[config.mk]
export PLATFORM = sky130hd
export DESIGN_NAME = mbx_dual_fifo
export DESIGN_NICKNAME = d
export VERILOG_FILES = /design/src/rtl/mbx_pkg.sv /design/src/rtl/mbx_fifo.sv /design/src/rtl/mbx_port.sv /design/src/rtl/mbx_dual_fifo.sv
export SDC_FILE = /design/constraint.sdc
export NUM_CORES = 2
export LEC_CHECK = 0
export BUFFER_PORTS_ARGS = -buffer_cell sky130_fd_sc_hd__buf_2
export CORE_MARGIN = 2
export CORE_UTILIZATION = 56
export CTS_BUF_LIST = sky130_fd_sc_hd__clkbuf_16
export DETAILED_ROUTE_END_ITERATION = 10
export GPL_TIMING_DRIVEN = 0
export PLACE_DENSITY = 0.76
export SLEW_MARGIN = 20
export SYNTH_ARGS = -nofsm -noshare
export SYNTH_HDL_FRONTEND = slang
export SYNTH_HIERARCHICAL = 1
export SYNTH_SLANG_ARGS = --single-unit
[constraint.sdc]
create_clock -name clk_i -period 9.83 [get_ports clk_i]
set_clock_uncertainty 0.15 [all_clocks]
set_input_delay 0.983 -clock clk_i [delete_from_list [all_inputs] [get_ports clk_i]]
set_output_delay 0.983 -clock clk_i [all_outputs]
set_load 0.01 [all_outputs]
[src/rtl/mbx_pkg.sv]
package mbx_pkg;
  localparam int HI_W  = 64;
  localparam int LO_W  = 32;
  localparam int MSG_W = HI_W + LO_W;
  localparam int ADDR_W = 4;
  localparam int NIRQ  = 4;

  typedef enum logic [ADDR_W-1:0] {
    A_STAT0 = 4'd0,
    A_STAT1 = 4'd1,
    A_WHI0  = 4'd2,
    A_WLO0  = 4'd3,
    A_RHI0  = 4'd4,
    A_RLO0  = 4'd5,
    A_WHI1  = 4'd6,
    A_WLO1  = 4'd7,
    A_RHI1  = 4'd8,
    A_RLO1  = 4'd9,
    A_IEN   = 4'd10,
    A_IACK  = 4'd11
  } reg_addr_e;

  typedef struct packed {
    logic ovf;
    logic unf;
    logic full;
    logic empty;
  } fifo_stat_t;
endpackage

[src/rtl/mbx_fifo.sv]
module mbx_fifo #(
  parameter int DEPTH = 8,
  parameter int W     = 96
) (
  input  logic             clk_i,
  input  logic             rst_ni,
  input  logic             push_i,
  input  logic [W-1:0]     push_data_i,
  input  logic             pop_i,
  input  logic             clr_ovf_i,
  input  logic             clr_unf_i,
  output logic [W-1:0]     head_o,
  output mbx_pkg::fifo_stat_t stat_o
);
  localparam int PTR_W = (DEPTH > 1) ? $clog2(DEPTH) : 1;
  localparam int CNT_W = $clog2(DEPTH + 1);
  localparam logic [PTR_W-1:0] LAST = PTR_W'(DEPTH - 1);

  logic [W-1:0]     mem_q [DEPTH];
  logic [PTR_W-1:0] wr_q, wr_n, rd_q, rd_n;
  logic [CNT_W-1:0] cnt_q, cnt_n;
  logic             ovf_q, ovf_n, unf_q, unf_n;
  logic             empty, full, do_push, do_pop;

  always_comb begin
    empty   = (cnt_q == '0);
    full    = (cnt_q == CNT_W'(DEPTH));
    do_push = push_i & ~full;
    do_pop  = pop_i & ~empty;
    wr_n    = wr_q;
    rd_n    = rd_q;
    if (do_push) wr_n = (wr_q == LAST) ? '0 : wr_q + 1'b1;
    if (do_pop)  rd_n = (rd_q == LAST) ? '0 : rd_q + 1'b1;
    cnt_n = cnt_q + CNT_W'(do_push) - CNT_W'(do_pop);
    ovf_n = (push_i & full)  | (ovf_q & ~clr_ovf_i);
    unf_n = (pop_i  & empty) | (unf_q & ~clr_unf_i);
  end

  always_ff @(posedge clk_i or negedge rst_ni) begin
    if (!rst_ni) begin
      wr_q  <= '0;
      rd_q  <= '0;
      cnt_q <= '0;
      ovf_q <= 1'b0;
      unf_q <= 1'b0;
    end else begin
      wr_q  <= wr_n;
      rd_q  <= rd_n;
      cnt_q <= cnt_n;
      ovf_q <= ovf_n;
      unf_q <= unf_n;
    end
  end

  always_ff @(posedge clk_i) begin
    if (do_push) mem_q[wr_q] <= push_data_i;
  end

  assign head_o = empty ? '0 : mem_q[rd_q];
  assign stat_o = '{ovf: ovf_q, unf: unf_q, full: full, empty: empty};

  assert_no_overflow_R4: assert property (@(posedge clk_i) disable iff (!rst_ni)
    (push_i && full) |=> (cnt_q <= $past(cnt_q)));
  assert_count_bound_R3: assert property (@(posedge clk_i) disable iff (!rst_ni)
    cnt_q <= CNT_W'(DEPTH));
  assert_push_lands_R1: assert property (@(posedge clk_i) disable iff (!rst_ni)
    (push_i && !full) |=> !stat_o.empty);
  assert_pop_frees_R1: assert property (@(posedge clk_i) disable iff (!rst_ni)
    (pop_i && !empty && !push_i) |=> !stat_o.full);
endmodule

[src/rtl/mbx_port.sv]
module mbx_port
  import mbx_pkg::*;
#(
  parameter bit HAS_IRQ_CTL = 1'b1
) (
  input  logic              clk_i,
  input  logic              rst_ni,
  input  logic              req_i,
  input  logic              we_i,
  input  logic [ADDR_W-1:0] addr_i,
  input  logic [HI_W-1:0]   wdata_i,
  output logic [HI_W-1:0]   rdata_o,
  input  fifo_stat_t        stat0_i,
  input  fifo_stat_t        stat1_i,
  input  logic [MSG_W-1:0]  head0_i,
  input  logic [MSG_W-1:0]  head1_i,
  input  logic [1:0]        pop_gnt_i,
  input  logic [NIRQ-1:0]   cond_i,
  output logic [1:0]        push_o,
  output logic [1:0]        pop_o,
  output logic [MSG_W-1:0]  push_data_o,
  output logic [1:0]        clr_ovf_o,
  output logic [1:0]        clr_unf_o,
  output logic [NIRQ-1:0]   irq_o
);
  logic            wr, rd;
  reg_addr_e       a;
  logic [HI_W-1:0] stage_q, stage_n, rdata_q, rdata_n;
  logic [LO_W-1:0] lo_q, lo_n;
  logic [NIRQ-1:0] en_q, ack, irq_q, irq_n;

  always_comb begin
    wr  = req_i & we_i;
    rd  = req_i & ~we_i;
    a   = reg_addr_e'(addr_i);
    push_o      = {wr && a == A_WLO1, wr && a == A_WLO0};
    pop_o       = {rd && a == A_RHI1, rd && a == A_RHI0};
    clr_ovf_o   = {wr && a == A_STAT1 && wdata_i[3], wr && a == A_STAT0 && wdata_i[3]};
    clr_unf_o   = {wr && a == A_STAT1 && wdata_i[2], wr && a == A_STAT0 && wdata_i[2]};
    push_data_o = {stage_q, wdata_i[LO_W-1:0]};
    stage_n = (wr && (a == A_WHI0 || a == A_WHI1)) ? wdata_i : stage_q;
    ack     = (wr && a == A_IACK) ? wdata_i[NIRQ-1:0] : '0;
    irq_n   = cond_i & en_q & ~ack;
    rdata_n = rdata_q;
    lo_n    = lo_q;
    if (rd) begin
      rdata_n = '0;
      case (a)
        A_STAT0: rdata_n = HI_W'(stat0_i);
        A_STAT1: rdata_n = HI_W'(stat1_i);
        A_RHI0: begin
          rdata_n = pop_gnt_i[0] ? head0_i[MSG_W-1:LO_W] : '0;
          lo_n    = pop_gnt_i[0] ? head0_i[LO_W-1:0] : '0;
        end
        A_RHI1: begin
          rdata_n = pop_gnt_i[1] ? head1_i[MSG_W-1:LO_W] : '0;
          lo_n    = pop_gnt_i[1] ? head1_i[LO_W-1:0] : '0;
        end
        A_RLO0, A_RLO1: rdata_n = HI_W'(lo_q);
        A_IEN:   rdata_n = HI_W'(en_q);
        default: rdata_n = '0;
      endcase
    end
  end

  always_ff @(posedge clk_i or negedge rst_ni) begin
    if (!rst_ni) begin
      stage_q <= '0;
      rdata_q <= '0;
      lo_q    <= '0;
      irq_q   <= '0;
    end else begin
      stage_q <= stage_n;
      rdata_q <= rdata_n;
      lo_q    <= lo_n;
      irq_q   <= irq_n;
    end
  end

  generate
    if (HAS_IRQ_CTL) begin : g_ien
      logic [NIRQ-1:0] en_r, en_n;
      always_comb en_n = (wr && a == A_IEN) ? wdata_i[NIRQ-1:0] : en_r;
      always_ff @(posedge clk_i or negedge rst_ni) begin
        if (!rst_ni) en_r <= '0;
        else         en_r <= en_n;
      end
      assign en_q = en_r;
    end else begin : g_no_ien
      assign en_q = '1;
    end
  endgenerate

  assign rdata_o = rdata_q;
  assign irq_o   = irq_q;

  assert_ack_drop_R8: assert property (@(posedge clk_i) disable iff (!rst_ni)
    (|ack) |=> ((irq_o & $past(ack)) == '0));
  assert_irq_gated_R7: assert property (@(posedge clk_i) disable iff (!rst_ni)
    1'b1 |=> ((irq_o & ~$past(en_q)) == '0));
  assert_pop_zero_R5: assert property (@(posedge clk_i) disable iff (!rst_ni)
    (rd && a == A_RHI0 && stat0_i.empty) |=> (rdata_o == '0));
  assert_rdata_hold_R6: assert property (@(posedge clk_i) disable iff (!rst_ni)
    !rd |=> $stable(rdata_o));
endmodule

[src/rtl/mbx_dual_fifo.sv]
module mbx_dual_fifo
  import mbx_pkg::*;
#(
  parameter int DEPTH       = 8,
  parameter bit HAS_IRQ_CTL = 1'b1
) (
  input  logic        clk_i,
  input  logic        rst_ni,
  input  logic        ap_req_i,
  input  logic        ap_we_i,
  input  logic [3:0]  ap_addr_i,
  input  logic [63:0] ap_wdata_i,
  output logic [63:0] ap_rdata_o,
  output logic [3:0]  ap_irq_o,
  input  logic        cp_req_i,
  input  logic        cp_we_i,
  input  logic [3:0]  cp_addr_i,
  input  logic [63:0] cp_wdata_i,
  output logic [63:0] cp_rdata_o,
  output logic [3:0]  cp_irq_o
);
  logic [1:0]       ap_push, ap_pop, cp_push, cp_pop;
  logic [1:0]       ap_covf, ap_cunf, cp_covf, cp_cunf;
  logic [MSG_W-1:0] ap_pdata, cp_pdata;
  logic [MSG_W-1:0] head [2];
  fifo_stat_t       stat [2];
  logic [1:0]       cp_gnt;

  assign cp_gnt = cp_pop & ~ap_pop;

  generate
    for (genvar f = 0; f < 2; f++) begin : g_q
      mbx_fifo #(.DEPTH(DEPTH), .W(MSG_W)) u_fifo (
        .clk_i       (clk_i),
        .rst_ni      (rst_ni),
        .push_i      (ap_push[f] | cp_push[f]),
        .push_data_i (ap_push[f] ? ap_pdata : cp_pdata),
        .pop_i       (ap_pop[f] | cp_pop[f]),
        .clr_ovf_i   (ap_covf[f] | cp_covf[f]),
        .clr_unf_i   (ap_cunf[f] | cp_cunf[f]),
        .head_o      (head[f]),
        .stat_o      (stat[f])
      );
    end
  endgenerate

  mbx_port #(.HAS_IRQ_CTL(HAS_IRQ_CTL)) u_ap (
    .clk_i, .rst_ni,
    .req_i(ap_req_i), .we_i(ap_we_i), .addr_i(ap_addr_i), .wdata_i(ap_wdata_i),
    .rdata_o(ap_rdata_o),
    .stat0_i(stat[0]), .stat1_i(stat[1]), .head0_i(head[0]), .head1_i(head[1]),
    .pop_gnt_i(ap_pop),
    .cond_i({~stat[1].empty, stat[1].empty, ~stat[0].empty, stat[0].empty}),
    .push_o(ap_push), .pop_o(ap_pop), .push_data_o(ap_pdata),
    .clr_ovf_o(ap_covf), .clr_unf_o(ap_cunf), .irq_o(ap_irq_o)
  );

  mbx_port #(.HAS_IRQ_CTL(HAS_IRQ_CTL)) u_cp (
    .clk_i, .rst_ni,
    .req_i(cp_req_i), .we_i(cp_we_i), .addr_i(cp_addr_i), .wdata_i(cp_wdata_i),
    .rdata_o(cp_rdata_o),
    .stat0_i(stat[0]), .stat1_i(stat[1]), .head0_i(head[0]), .head1_i(head[1]),
    .pop_gnt_i(cp_gnt),
    .cond_i({~stat[0].empty, stat[0].empty, ~stat[1].empty, stat[1].empty}),
    .push_o(cp_push), .pop_o(cp_pop), .push_data_o(cp_pdata),
    .clr_ovf_o(cp_covf), .clr_unf_o(cp_cunf), .irq_o(cp_irq_o)
  );

  assert_ap_priority_R10: assert property (@(posedge clk_i) disable iff (!rst_ni)
    (ap_req_i && !ap_we_i && cp_req_i && !cp_we_i && ap_addr_i == cp_addr_i &&
     (ap_addr_i == A_RHI0 || ap_addr_i == A_RHI1)) |=> (cp_rdata_o == '0));
endmodule

Yosys cells after proc, flatten, opt, wreduce, memory -nomap -nowiden
Memories as Yosys holds them, arrays and structs flattened. Cells that the tools add are included.

Flip-flop bits (word level): 360. Bits in writable memories: 1536. Bits of input ports: 142. Output and inout bits: 136. Memories: 2.

Add/subtract/negate cells: 8. Eq/ne operators: 28. Multiplexer cells: 26. Bitwise operators: 46. Reductions and logical operators: 38.

Memories: g_q[0].u_fifo.mem_q (words 8, width 96, read ports 1, clocked after Yosys merged registers in 0, wr ports 1, RTL line mbx_fifo.sv:19) `logic [W-1:0] mem_q [DEPTH];`; g_q[1].u_fifo.mem_q (words 8, width 96, read ports 1, clocked after Yosys merged registers in 0, wr ports 1, RTL line mbx_fifo.sv:19).

Operators by type and width (count): $pmux 64 s6 (2); $mux 96 (4); $mux 64 (4); $mux 32 (4); $pmux 32 s2 (2); $eq 4x4->1 const B (10); $eq 4x3->1 const B (8); $logic_and 1x1->1 (26); $and 1x1->1 (16); $and 4x4->4 (4); $eq 4x2->1 const B (4); $logic_not 4->1 (4); $add 3x1->3 const B (4); $eq 3x3->1 const B (4); $mux 3 (4); $or 1x1->1 (12); $not 1->1 (10); $add 4x1->4 (2); $eq 4x1->1 const B (2); $mux 4 (2); $not 4->4 (2); $sub 4x1->4 (2); $mux 1 (4); $reduce_and 2->1 (2); other kinds (5) (8).

Longest topological paths before layout
Depth in word-level cells: 7. Depth in mapped cells: 14. Depth with buffers taken out: 11.

Hierarchy
Netlist, hierarchy kept.

Modules (own cells, without submodules): mbx_fifo (times used 2, cells an instance 1193, area an instance 29574.6 um2, seq. area each 23362.4 um2); mbx_port (times used 2, cells an instance 702, area an instance 7669.9 um2, seq. area each 4204.0 um2); mbx_dual_fifo (times used 1, cells an instance 226, area an instance 2622.5 um2, seq. area each 0.0 um2).

Worst setup path after synthesis
No wires, ideal clock.

Path kind: input port to flip-flop. From: in ap_addr_i[1]. To: mem g_q[0].u_fifo.mem_q[0][0] (enable). Data arrival time: 11286 ps. Data required time: 8894 ps. Setup slack: -2393 ps. Stages: 9. Path through: buf_4 nand4_1 nor3_1 buf_6 buf_6 buf_6 or2_1 nand2_1 nor4_1.

Word-level cells in the longest chain between the ends: 6.

RTL lines: start, declared (RTL line mbx_dual_fifo.sv:11) `input logic [3:0] ap_addr_i,`; $eq 4x2->1 (RTL line mbx_port.sv:36) `push_o = {wr && a == A_WLO1, wr && a == A_WLO0};`; $logic_and 1x1->1 (RTL line mbx_port.sv:36); via ap_push[0] (RTL line mbx_dual_fifo.sv:22) `logic [1:0] ap_push, ap_pop, cp_push, cp_pop;`; $or 1x1->1 (RTL line mbx_dual_fifo.sv:36) `.push_i (ap_push[f] | cp_push[f]),`; $and 1x1->1 (RTL line mbx_fifo.sv:28) `do_push = push_i & ~full;`; $mux 1 (RTL line mbx_fifo.sv:56) `if (do_push) mem_q[wr_q] <= push_data_i;`; $mux 1 (implied by the code) (RTL line mbx_fifo.sv:56); end, declared (RTL line mbx_fifo.sv:19).

The timed path passes the listed nets, and every way through them passes these cells.

Worst setup path after layout
From: in ap_addr_i[1]. To: mem g_q[0].u_fifo.mem_q[1][70] (enable).

The elaborated chain is that of the path after synthesis.

==> flow_summary.toml <==
[yosys]
synth_fa_ha_area_share_pct = 0.376
synthArstFlopShare_pct = 19.0
syn-num-nets = 4180
synth_compound_gate_area_share_pct = 6.00
synth_area_sq_mm = 0.0771
synth-edff-count = 1536
syn_inst = 4016
seq_area_frac_synth_pct = 71.5
ys_warn_count = 6
synthMuxAreaShare_pct = 16.8
synthXorXnorAreaFrac_pct = 0.0681
synthSimpleGateAreaFrac_pct = 2.11
postSynthAreaPerCell_sq_um = 19.2
synth_seq_cells = 1896
synth_top_family_by_area = "multiplexers"
yosysUniqueCellTypes = 48
yosys_most_used_dff = "edfxtp_1"

[clock_tree]
postCtsHoldBufs = 1
post_cts_buffers = 0
clock-root-buffer = "clkbuf_16"
cts_resized = 0
path_clk_slew_ns = 0.06
cts.sinks = 1896
cts_tree = "yes"
htree_num_levels = 4
clk_path_buf_depth = 3
clk_latency_ns = 0.83
cts_buffers = 184

[floorplanning]
die-area_sq_mm = 0.141
initial_core_util_pct = 56.2
die_w_microns = 375
num_rows = 136
num_io_pins = 278
core-area_sq_mm = 0.137
die_height_microns = 375

[setup_path]
path_cells = "buf_2 -> buf_4 -> nand4_1 -> nor3_1 -> buf_6 -> buf_6 -> buf_6 -> or2_1 -> nand3_1 -> nor3_2 -> buf_4 -> buf_4 -> buf_4 -> buf_4 -> buf_6 -> buf_4"
r2r_start = "g_q[1].u_fifo/cnt_q[2]"
cp.arrival_ns = 5.53
crit_fanout = 10
ff2ff_setup_slack_ns = 5.73
critPathCaptureType = "register"
cp_slowest_cell = "nor3_2"
regToRegEndpoint = "u_cp/rdata_o[16]"
required_ns = 10.20
path_common_cell = "buf_4"
critPathMaxStageDelay_ns = 0.78
crit_type = "primary input to register"
r2r_cells = 9
start_kind = "primary input"

[routing]
dr.pass1.iters = 8
postRouteAntennaNets = 0
post_drt_wl_per_cell_microns = 33.6
vias_per_cell = 6.74
drt_wl_total_microns = 223000
vias = 44700
drc = 0
dr.first_iter.drc_count = 6472

[placement]
port_buffers = 275
dp_cells = 6271
gp_congestion = 0.931
place.detailed.hpwl_microns = 155000

[grt]
grt.total_usage_pct = 31.8
overflow = 0
grt_start_max_net_pins = 98
antenna_found_initial = 8
grt_pass1_vias = 44600
grt_pass1_wl_microns = 316000

[min_path]
hold_start = "ap_wdata_i[46]"
min_to = "u_ap/stage_q[46]"
hold_class = "primary input to register"
hold_depth = 2

[timing]
setup_viol = 0
slew_headroom_pct = 16.6
worst_pin_slew_ns = 1.25
finalHoldViolCount = 0
min_period_ns = 5.16
drv_slew = 0
rsz0062_at_grt = "false"
fin_setup_tns_ns = 0
finalCritPeriodShare_pct = 52.5
holdWs_ns = 0.233
fmax_mhz = 194

[power]
leakage_nw = 31.8
powerDensity_mw_per_mm2 = 251
peakVddDrop_v = 0.000188

[finish]
layout-drive-gt1-share_pct = 33.7
nets = 4828
stdcell_count = 6632
area_delta_synth_final_pct = 15.5

[run_status]
outcome = "complete, no violations"

[job]
drv_cap = 0
## layout by cell type (no fill, tap or decap), types with 20 or more instances in the layout
cell type and n:
buf_6 61, a21oi_1 130, bufinv_16 21, inv_1 68
a22o_1 192, o22ai_1 56, clkinv_2 29, nand2_1 108
clkbuf_1 83, mux2_4 58, nor2_1 142, mux2_2 276
edfxtp_1 1536, dfrtp_1 360, ha_1 20, a22oi_1 200
clkbuf_16 185, mux4_2 306, buf_4 217, buf_12 25
clkinv_1 46, buf_1 22, mux4_1 78, o21ai_0 32
buf_2 344, o21ai_1 36
## critical path, delay by kind of cell
family / cells / cell delay, ns
simple gates: 5 / 1.77
buf+inv: 11 / 2.70
## registers in the layout, indices dropped and copies added (netlist names)
| name | count |
|---|---|
| g_q.u_fifo/wr_q | 6 |
| u_ap/rdata_o | 64 |
| g_q.u_fifo/mem_q | 1536 |
| u_cp/stage_q | 64 |
| u_cp/lo_q | 32 |
| u_cp/rdata_o | 64 |
| u_cp/irq_o | 4 |
| g_q.u_fifo/rd_q | 6 |
| u_ap/stage_q | 64 |
| g_q.u_fifo/ovf_q | 2 |
| u_ap/en_q | 4 |
| g_q.u_fifo/cnt_q | 8 |
| g_q.u_fifo/unf_q | 2 |
| u_ap/lo_q | 32 |
| u_ap/irq_o | 4 |
| u_cp/en_q | 4 |
## final cells by class
type                    instances  area (sq um)
repair buffers                462          3510
plain buffers                 340          2310
clock buffers                 185          4630
clock inverters               162          1380
inverters                      24          90.1
well taps                    1794          2240
diodes                         13          32.5
flip-flops and latches       1896         55100
fillers                      8915         48100
multi-input cells            1756         19700
## cell families (layout without fill, tap and decap cells)
logic type / after synthesis / count (layout)
adder cells (fa/ha/maj): 22 / 22
AO/OA/AOI/OAI: 658 / 658
XOR/XNOR: 6 / 6
buffers and inverters: 364 / 1173
multiplexers: 724 / 724
other: 0 / 13
flip-flops: 1896 / 1896
AND/OR/NAND/NOR: 346 / 346
## synthesized netlist by cell type (all sizes together) (14+ instances only)
cell type     n  area share, %
edfxtp     1536             60
mux4        384             12
dfrtp       360             12
mux2        340            5.2
buf         242            2.4
a22oi       200            1.9
a22o        192            2.2
nor2        148           0.72
a21oi       130           0.84
nand2       108           0.53
clkbuf       98           0.63
o21ai        68           0.44
o22ai        56           0.45
inv          24           0.12
ha           20           0.32
nand2b       14           0.11
## how the worst max path moves through the flow
| stage | endpoint | start | slack, ns | cells past startpoint |
|---|---|---|---|---|
| after CTS | g_q[0].u_fifo/mem_q[1][70] | ap_addr_i[1] | 4.86 | 16 |
| after detailed placement | g_q[0].u_fifo/mem_q[1][74] | ap_addr_i[1] | 4.05 | 16 |
| final | g_q[0].u_fifo/mem_q[1][70] | ap_addr_i[1] | 4.67 | 16 |
| after global routing | g_q[0].u_fifo/mem_q[1][68] | ap_addr_i[1] | 4.59 | 16 |
| after global placement | g_q[0].u_fifo/mem_q[2][74] | ap_addr_i[1] | -8.93 | 10 |
| after floorplan | g_q[0].u_fifo/mem_q[2][0] | ap_addr_i[1] | 0.21 | 9 |
## through the flow
stage          utilization [%]  power [mW]  cell area (sq um)  setup WS [ns]
2_1_floorplan                -        13.4              77100          0.206
3_3_place_gp              58.9        15.2              80700          -8.93
3_5_place_dp              60.5        15.3              83000           4.05
4_1_cts                   64.9        22.3              89000           4.86
5_1_grt                   64.9        23.0              89000           4.59
6_report                  64.9        22.4              89000           4.67
## routing by layer
metal / track usage, % / up-vias / wire (microns) / part of all wire [%]
met2: 50.0 / 3454 / 105000 / 47
met1: 41.4 / 22900 / 76800 / 34
met3: 9.58 / 644 / 29600 / 13
met5: 0 / - / 13 / 0.0058
li1: - / 17600 / - / -
met4: 13.6 / 2 / 11100 / 5.0
## where the power goes
| group | internal, mW | switching [mW] |
|---|---|---|
| logic | 2.44 | 3.33 |
| registers | 9.30 | 0.268 |
| clock network | 3.99 | 3.06 |
(Power assumes the default switching activity.)
